File: config.mk
export PLATFORM = sky130hd
export DESIGN_NAME = pirq_pend_set
export DESIGN_NICKNAME = d
export VERILOG_FILES = /design/src/rtl/pirq_pkg.sv /design/src/rtl/pirq_line_track.sv /design/src/rtl/pirq_grp_resolve.sv /design/src/rtl/pirq_sgi_gate.sv /design/src/rtl/pirq_pend_set.sv
export SDC_FILE = /design/constraint.sdc
export NUM_CORES = 1
export LEC_CHECK = 0
export ABC_AREA = 1
export BUFFER_PORTS_ARGS = -buffer_cell sky130_fd_sc_hd__buf_2
export CAP_MARGIN = 5
export CELL_PAD_IN_SITES_DETAIL_PLACEMENT = 1
export CELL_PAD_IN_SITES_GLOBAL_PLACEMENT = 1
export CORE_MARGIN = 1.5
export CORE_UTILIZATION = 30
export DETAILED_ROUTE_END_ITERATION = 7
export PLACE_DENSITY = 0.8
export SYNTH_ARGS = -nofsm -noshare
export SYNTH_HDL_FRONTEND = slang
export SYNTH_SLANG_ARGS = --single-unit
File: constraint.sdc
create_clock -name clk -period 1.2 [get_ports clk]
set_input_delay 0.06 -clock clk [delete_from_list [all_inputs] [get_ports clk]]
set_output_delay 0.06 -clock clk [all_outputs]
set_load 0.05 [all_outputs]
File: src/rtl/pirq_pkg.sv
package pirq_pkg;

  typedef enum logic [1:0] {
    GRP_G0   = 2'b00,
    GRP_G1S  = 2'b01,
    GRP_G1NS = 2'b10,
    GRP_RSVD = 2'b11
  } irq_grp_e;

  localparam logic [1:0] ACC_MIN_G0  = 2'd1;
  localparam logic [1:0] ACC_MIN_G1S = 2'd2;

endpackage

File: src/rtl/pirq_line_track.sv
module pirq_line_track #(
  parameter int NUM_LINES = 16
) (
  input  logic                 clk,
  input  logic                 rst_n,
  input  logic [NUM_LINES-1:0] line_in,
  input  logic [NUM_LINES-1:0] line_edge,
  output logic [NUM_LINES-1:0] level_o,
  output logic [NUM_LINES-1:0] set_o
);

  logic [NUM_LINES-1:0] level_q;
  logic [NUM_LINES-1:0] set_q;
  logic [NUM_LINES-1:0] set_d;
  logic [NUM_LINES-1:0] lvl_en;

  // Per-line change detect: the enable keeps unchanged levels untouched.
  always_comb begin
    lvl_en = line_in ^ level_q;
    set_d  = lvl_en & line_in & line_edge;
  end

  for (genvar i = 0; i < NUM_LINES; i++) begin : g_line
    always_ff @(posedge clk or negedge rst_n) begin
      if (!rst_n) begin
        level_q[i] <= 1'b0;
      end else if (lvl_en[i]) begin
        level_q[i] <= line_in[i];
      end
    end
  end

  always_ff @(posedge clk or negedge rst_n) begin
    if (!rst_n) begin
      set_q <= '0;
    end else begin
      set_q <= set_d;
    end
  end

  assign level_o = level_q;
  assign set_o   = set_q;

  // a strobe only accompanies a line that now reads high.
  p_set_implies_high_r3: assert property (@(posedge clk) disable iff (!rst_n)
    (set_q & ~level_q) == '0);

  // no strobe twice in a row for the same line.
  p_no_repeat_r3: assert property (@(posedge clk) disable iff (!rst_n)
    (set_q & $past(set_q)) == '0);

  // level-configured lines never strobe.
  p_level_cfg_quiet_r4: assert property (@(posedge clk) disable iff (!rst_n)
    (set_q & ~$past(line_edge)) == '0);

endmodule

File: src/rtl/pirq_grp_resolve.sv
module pirq_grp_resolve
  import pirq_pkg::*;
#(
  parameter int NUM_SGI = 16,
  localparam int ID_W = $clog2(NUM_SGI)
) (
  input  logic [NUM_SGI-1:0] cfg_grp,
  input  logic [NUM_SGI-1:0] cfg_mod,
  input  logic               sec_off,
  input  logic [ID_W-1:0]    sel_id,
  output irq_grp_e           grp_o
);

  irq_grp_e grp_tab [NUM_SGI];

  for (genvar n = 0; n < NUM_SGI; n++) begin : g_grp
    always_comb begin
      if (cfg_grp[n]) begin
        grp_tab[n] = GRP_G1NS;
      end else if (cfg_mod[n] && !sec_off) begin
        grp_tab[n] = GRP_G1S;
      end else begin
        grp_tab[n] = GRP_G0;
      end
    end
  end

  assign grp_o = grp_tab[sel_id];

  // with security disabled, secure group 1 never resolves.
  always_comb begin
    if (sec_off) begin
      a_no_g1s_secoff_r9: assert (grp_o != GRP_G1S);
    end
  end

endmodule

File: src/rtl/pirq_sgi_gate.sv
module pirq_sgi_gate
  import pirq_pkg::*;
#(
  parameter int NUM_SGI = 16,
  localparam int ID_W = $clog2(NUM_SGI)
) (
  input  irq_grp_e             cfg_grp,
  input  logic [1:0]           req_grp,
  input  logic                 req_ns,
  input  logic                 sec_off,
  input  logic [ID_W-1:0]      req_id,
  input  logic [2*NUM_SGI-1:0] sgi_nsacc,
  output logic                 ok_o
);

  irq_grp_e   eff_grp;
  logic [1:0] acc_lvl;
  logic       grp_match;
  logic       acc_ok;

  always_comb begin
    eff_grp = irq_grp_e'(req_grp);
    if (eff_grp == GRP_G1S && cfg_grp == GRP_G0) begin
      eff_grp = GRP_G0;
    end
    grp_match = (eff_grp == cfg_grp) && (eff_grp != GRP_RSVD);

    acc_lvl = sgi_nsacc[2*req_id +: 2];
    acc_ok  = 1'b1;
    if (req_ns && !sec_off) begin
      case (cfg_grp)
        GRP_G0:  acc_ok = (acc_lvl >= ACC_MIN_G0);
        GRP_G1S: acc_ok = (acc_lvl >= ACC_MIN_G1S);
        default: acc_ok = 1'b1;
      endcase
    end
    ok_o = grp_match && acc_ok;
  end

endmodule

File: src/rtl/pirq_pend_set.sv
module pirq_pend_set
  import pirq_pkg::*;
#(
  parameter int NUM_LINES = 16,
  parameter int NUM_SGI   = 16,
  localparam int ID_W     = $clog2(NUM_SGI),
  localparam int PEND_W   = NUM_SGI + NUM_LINES
) (
  input  logic                 clk,
  input  logic                 rst_n,
  input  logic [NUM_LINES-1:0] line_in,
  input  logic [NUM_LINES-1:0] line_edge,
  input  logic [NUM_SGI-1:0]   cfg_grp,
  input  logic [NUM_SGI-1:0]   cfg_mod,
  input  logic [2*NUM_SGI-1:0] sgi_nsacc,
  input  logic                 sec_off,
  input  logic                 req_valid,
  input  logic [ID_W-1:0]      req_id,
  input  logic [1:0]           req_grp,
  input  logic                 req_ns,
  output logic [PEND_W-1:0]    pend_set,
  output logic [NUM_LINES-1:0] line_level,
  output logic                 req_accept,
  output logic                 req_reject
);

  localparam logic [NUM_SGI-1:0] SGI_ONE = NUM_SGI'(1);

  irq_grp_e             tgt_grp;
  logic                 gate_ok;
  logic [NUM_LINES-1:0] line_set;
  logic [NUM_SGI-1:0]   sgi_set_d;
  logic [NUM_SGI-1:0]   sgi_set_q;
  logic                 acc_d;
  logic                 rej_d;
  logic                 acc_q;
  logic                 rej_q;

  pirq_line_track #(.NUM_LINES(NUM_LINES)) u_lines (
    .clk       (clk),
    .rst_n     (rst_n),
    .line_in   (line_in),
    .line_edge (line_edge),
    .level_o   (line_level),
    .set_o     (line_set)
  );

  pirq_grp_resolve #(.NUM_SGI(NUM_SGI)) u_grp (
    .cfg_grp (cfg_grp),
    .cfg_mod (cfg_mod),
    .sec_off (sec_off),
    .sel_id  (req_id),
    .grp_o   (tgt_grp)
  );

  pirq_sgi_gate #(.NUM_SGI(NUM_SGI)) u_gate (
    .cfg_grp   (tgt_grp),
    .req_grp   (req_grp),
    .req_ns    (req_ns),
    .sec_off   (sec_off),
    .req_id    (req_id),
    .sgi_nsacc (sgi_nsacc),
    .ok_o      (gate_ok)
  );

  always_comb begin
    acc_d     = req_valid && gate_ok;
    rej_d     = req_valid && !gate_ok;
    sgi_set_d = acc_d ? (SGI_ONE << req_id) : '0;
  end

  always_ff @(posedge clk or negedge rst_n) begin
    if (!rst_n) begin
      acc_q     <= 1'b0;
      rej_q     <= 1'b0;
      sgi_set_q <= '0;
    end else begin
      acc_q     <= acc_d;
      rej_q     <= rej_d;
      sgi_set_q <= sgi_set_d;
    end
  end

  assign pend_set   = {line_set, sgi_set_q};
  assign req_accept = acc_q;
  assign req_reject = rej_q;

  // one outcome per request, never both.
  p_one_outcome_r10: assert property (@(posedge clk) disable iff (!rst_n)
    !(req_accept && req_reject));

  // an outcome pulse only follows a presented request.
  p_outcome_needs_req_r10: assert property (@(posedge clk) disable iff (!rst_n)
    (req_accept || req_reject) |-> $past(req_valid));

  // acceptance sets exactly one low-half bit.
  p_accept_onehot_r10: assert property (@(posedge clk) disable iff (!rst_n)
    req_accept |-> ($countones(pend_set[NUM_SGI-1:0]) == 1));

  // a rejection sets nothing in the low half.
  p_reject_no_set_r7: assert property (@(posedge clk) disable iff (!rst_n)
    req_reject |-> (pend_set[NUM_SGI-1:0] == '0));

  // no low-half set without acceptance.
  p_set_needs_accept_r10: assert property (@(posedge clk) disable iff (!rst_n)
    !req_accept |-> (pend_set[NUM_SGI-1:0] == '0));

endmodule

==> results.py <==
metrics = {
    "die": {
        "die_area_um2": 9820,
        "initial_core_util_pct": 31.3,
        "dieWidth_um": 99.1,
        "coreArea_um2": 8850,
        "rows": 34,
        "die_h_um": 99.1,
        "io_pins": 157,
    },
    "logic_synthesis": {
        "synth_compound_area_share_pct": 4.97,
        "synth_cell_types": 21,
        "mappedNetlistNets": 493,
        "synthXorXnorAreaFrac_pct": 0,
        "ys_async_sr_fraction_pct": 100,
        "syn_area_um2": 2770,
        "synth-main-ff-cell": "dfrtp_1",
        "synth-simple-area-share_pct": 31.8,
        "synth_top_family_by_area": "simple AND/OR/NAND/NOR gates",
        "yosysWarnings": 0,
        "synth_seq_cells": 50,
        "synth.mux.area_fraction_pct": 0,
        "synth-seq-area-share_pct": 45.1,
        "syn_area_per_cell_um2": 7.49,
        "synthesis.instances": 370,
        "synth-adder-area-share_pct": 7.22,
        "synth_edf_count": 0,
    },
    "job": {
        "maxCapViolCount": 0,
    },
    "sta": {
        "worstMarginPinSlew_ns": 0.384,
        "min_period_ns": 1.24,
        "hold_violations": 0,
        "slew_headroom_pct": 74.4,
        "slew_viol_final": 0,
        "maxClockFrequency_mhz": 807,
        "setup_violations": 5,
        "skew_ns": 0.00234,
        "finalWorstSetupSlack_ns": -0.0392,
        "post-route-period-util_pct": 103,
        "rsz0062_at_grt": "yes",
    },
    "global_route": {
        "grt_max_degree": 36,
        "antenna_found_initial": 0,
        "grt_overflow": 0,
        "grt_pass1_wl_mm": 15.6,
        "grt_pass1_vias": 3398,
        "track_usage_pct": 19.7,
    },
    "worst_setup_path": {
        "crit_buf_inv": 2,
        "startpoint_type": "input port",
        "crit_slowest_cell": "nor2_4",
        "cp.required_ns": 1.43,
        "cp_cell_sequence": "buf_6 -> buf_6 -> nor2_4 -> a21oi_1 -> nand3_1 -> nand3_2 -> nand2_2 -> nand2_2 -> nand2_4 -> nand4_4 -> nor2_1",
        "critPathKind": "input port to register",
        "cp_max_fo": 8,
        "endpoint_kind": "register",
        "slowest_delay_ns": 0.21,
        "worstPathArrival_ns": 1.47,
        "crit_family": "simple AND/OR/NAND/NOR gates",
    },
    "power": {
        "power_density_nw_per_um2": 1520,
        "vdd_drop_max_mv": 0.678,
        "p_total_mw": 6.53,
        "power.leakage_nw": 2.54,
    },
    "cells_and_area": {
        "drive_gt1_share_pct": 42.6,
        "post-route-util_pct": 48.7,
        "syn2layout_area_growth_pct": 55.5,
        "final_cell_mix": "154 x buf_2, 93 x nand2_1, 53 x inv_1, 42 x nand3_1, 37 x nor2_1",
        "nFillCells": 1129,
        "diodes": 0,
        "final_nets": 686,
        "final_common_cell": "buf_2",
    },
    "drt": {
        "vias": 3155,
        "vias_per_cell": 4.69,
        "wirelength_mm": 9.53,
        "first_iter_violations": 101,
        "routedWlPerCell_um": 14.2,
        "route.detailed.drc": 0,
        "ant_nets": 0,
        "firstDrtPassIters": 4,
    },
    "clocking": {
        "clock-sinks": 50,
        "clock_latency_ns": 0.30,
        "cts_tree": "built",
        "ctsLongestPathBuffers": 2,
        "h-tree-depth": 2,
        "path_clk_slew_ns": 0.09,
        "root_buffer": "clkbuf_8",
        "numCtsBuffers": 5,
    },
    "placement": {
        "portBuffers": 156,
        "gp_congestion": 0.779,
        "dp_hpwl_mm": 7.19,
    },
    "run_status": {
        "violations": "setup timing",
        "status": "finished, violations left",
    },
    "min_path": {
        "hold_path.class": "input port to register",
    },
}
## routing by layer
metal / share of wire [%] / track usage, % / routed length, um / vias to the layer above
met5: 0 / 0 / 0 / -
met4: 1.2 / 4.98 / 119 / 0
met3: 6.0 / 3.44 / 573 / 11
met2: 50 / 36.3 / 4810 / 123
met1: 42 / 23.8 / 4030 / 1477
li1: - / - / - / 1544
## cell families after synthesis
kind of cell,count (synthesis)
AND/OR/NAND/NOR,206
flip-flops,50
AO/OA/AOI/OAI,27
buffers and inverters,71
adder cells (fa/ha/maj),16
## cell type report
class | instances | area (um2) | share of cell area (%)
clock buffers | 6 | 82.6 | 1.92
inverters | 57 | 221 | 5.14
multi-input cells | 252 | 1380 | 32.1
clock inverters | 2 | 12.5 | 0.290
flip-flops and latches | 50 | 1270 | 29.5
repair buffers | 197 | 1200 | 27.9
well taps | 108 | 135 | 3.13
## what timing repair did
| action | CTS | global route |
|---|---|---|
| hold endpoints to repair | 31 | 0 |
| hold buffers | 17 | 0 |
| resized for setup | 19 | 18 |
| buffers inserted | 3 | 1 |
| pin swaps | 17 | 10 |
| cloned | 4 | 0 |
| endpoints found under the setup margin | 17 | 18 |
## worst register-to-register path, delay by kind of cell, from the launching register on
kind	cells	cell delay (ns)
AO/OA/AOI/OAI	1	0.05
adder cells (fa/ha/maj)	1	0.25
buffers and inverters	1	0.09
flip-flops	1	0.41
AND/OR/NAND/NOR	1	0.10
## flip-flops by register name (all words and copies together) (netlist names)
name             count
sgi_set_q           16
u_lines.level_o     16
u_lines.set_o       16
req_accept           1
req_reject           1
## cell usage after synthesis, types with 3 or more instances
cell type / instances / area share [%]
dfrtp_1: 50 / 45
nand3_1: 49 / 8.8
inv_1: 55 / 7.4
a21oi_1: 21 / 3.8
nor2_1: 49 / 6.6
buf_4: 3 / 0.81
nand2_1: 99 / 13
nand3b_1: 4 / 1.1
buf_2: 6 / 1.1
ha_1: 16 / 7.2
o21ai_0: 4 / 0.72
## final timing paths
check | slack, ns | start | to | depth (start not counted)
max | -0.04 | req_id[0] | sgi_set_q[1] | 11
min | 0.03 | line_in[1] | u_lines.level_o[1] | 3
max reg2reg | 0.19 | u_lines.level_o[11] | u_lines.level_o[11] | 4
min reg2reg | 0.56 | u_lines.level_o[7] | u_lines.level_o[7] | 2
max in group asynchronous | 0.46 | rst_n | u_lines.level_o[7] | 3
min in group asynchronous | 0.22 | rst_n | u_lines.set_o[2] | 2
## where the power goes
part / switching (mW) / total [mW] / internal [mW]
clock network: 0.552 / 1.02 / 0.464
registers: 0.157 / 2.24 / 2.08
logic: 2.34 / 3.28 / 0.936
## through the flow
| step | std cells | worst slack, ns | area, um2 | TNS, ns | hold WS [ns] |
|---|---|---|---|---|---|
| global route | 672 | -0.161 | 4310 | -1.96 | 0.0309 |
| global placement | 639 | -0.366 | 3820 | -6.35 | 0.00175 |
| CTS | 671 | 0.00412 | 4240 | 0 | 0.0137 |
| finish | 672 | -0.0392 | 4310 | -0.102 | 0.0282 |
| floorplan | 370 | -0.0783 | 2860 | -0.763 | -0.236 |
| detailed placement | 639 | -0.427 | 3820 | -7.27 | 0.00550 |
(Power assumes the default switching activity.)
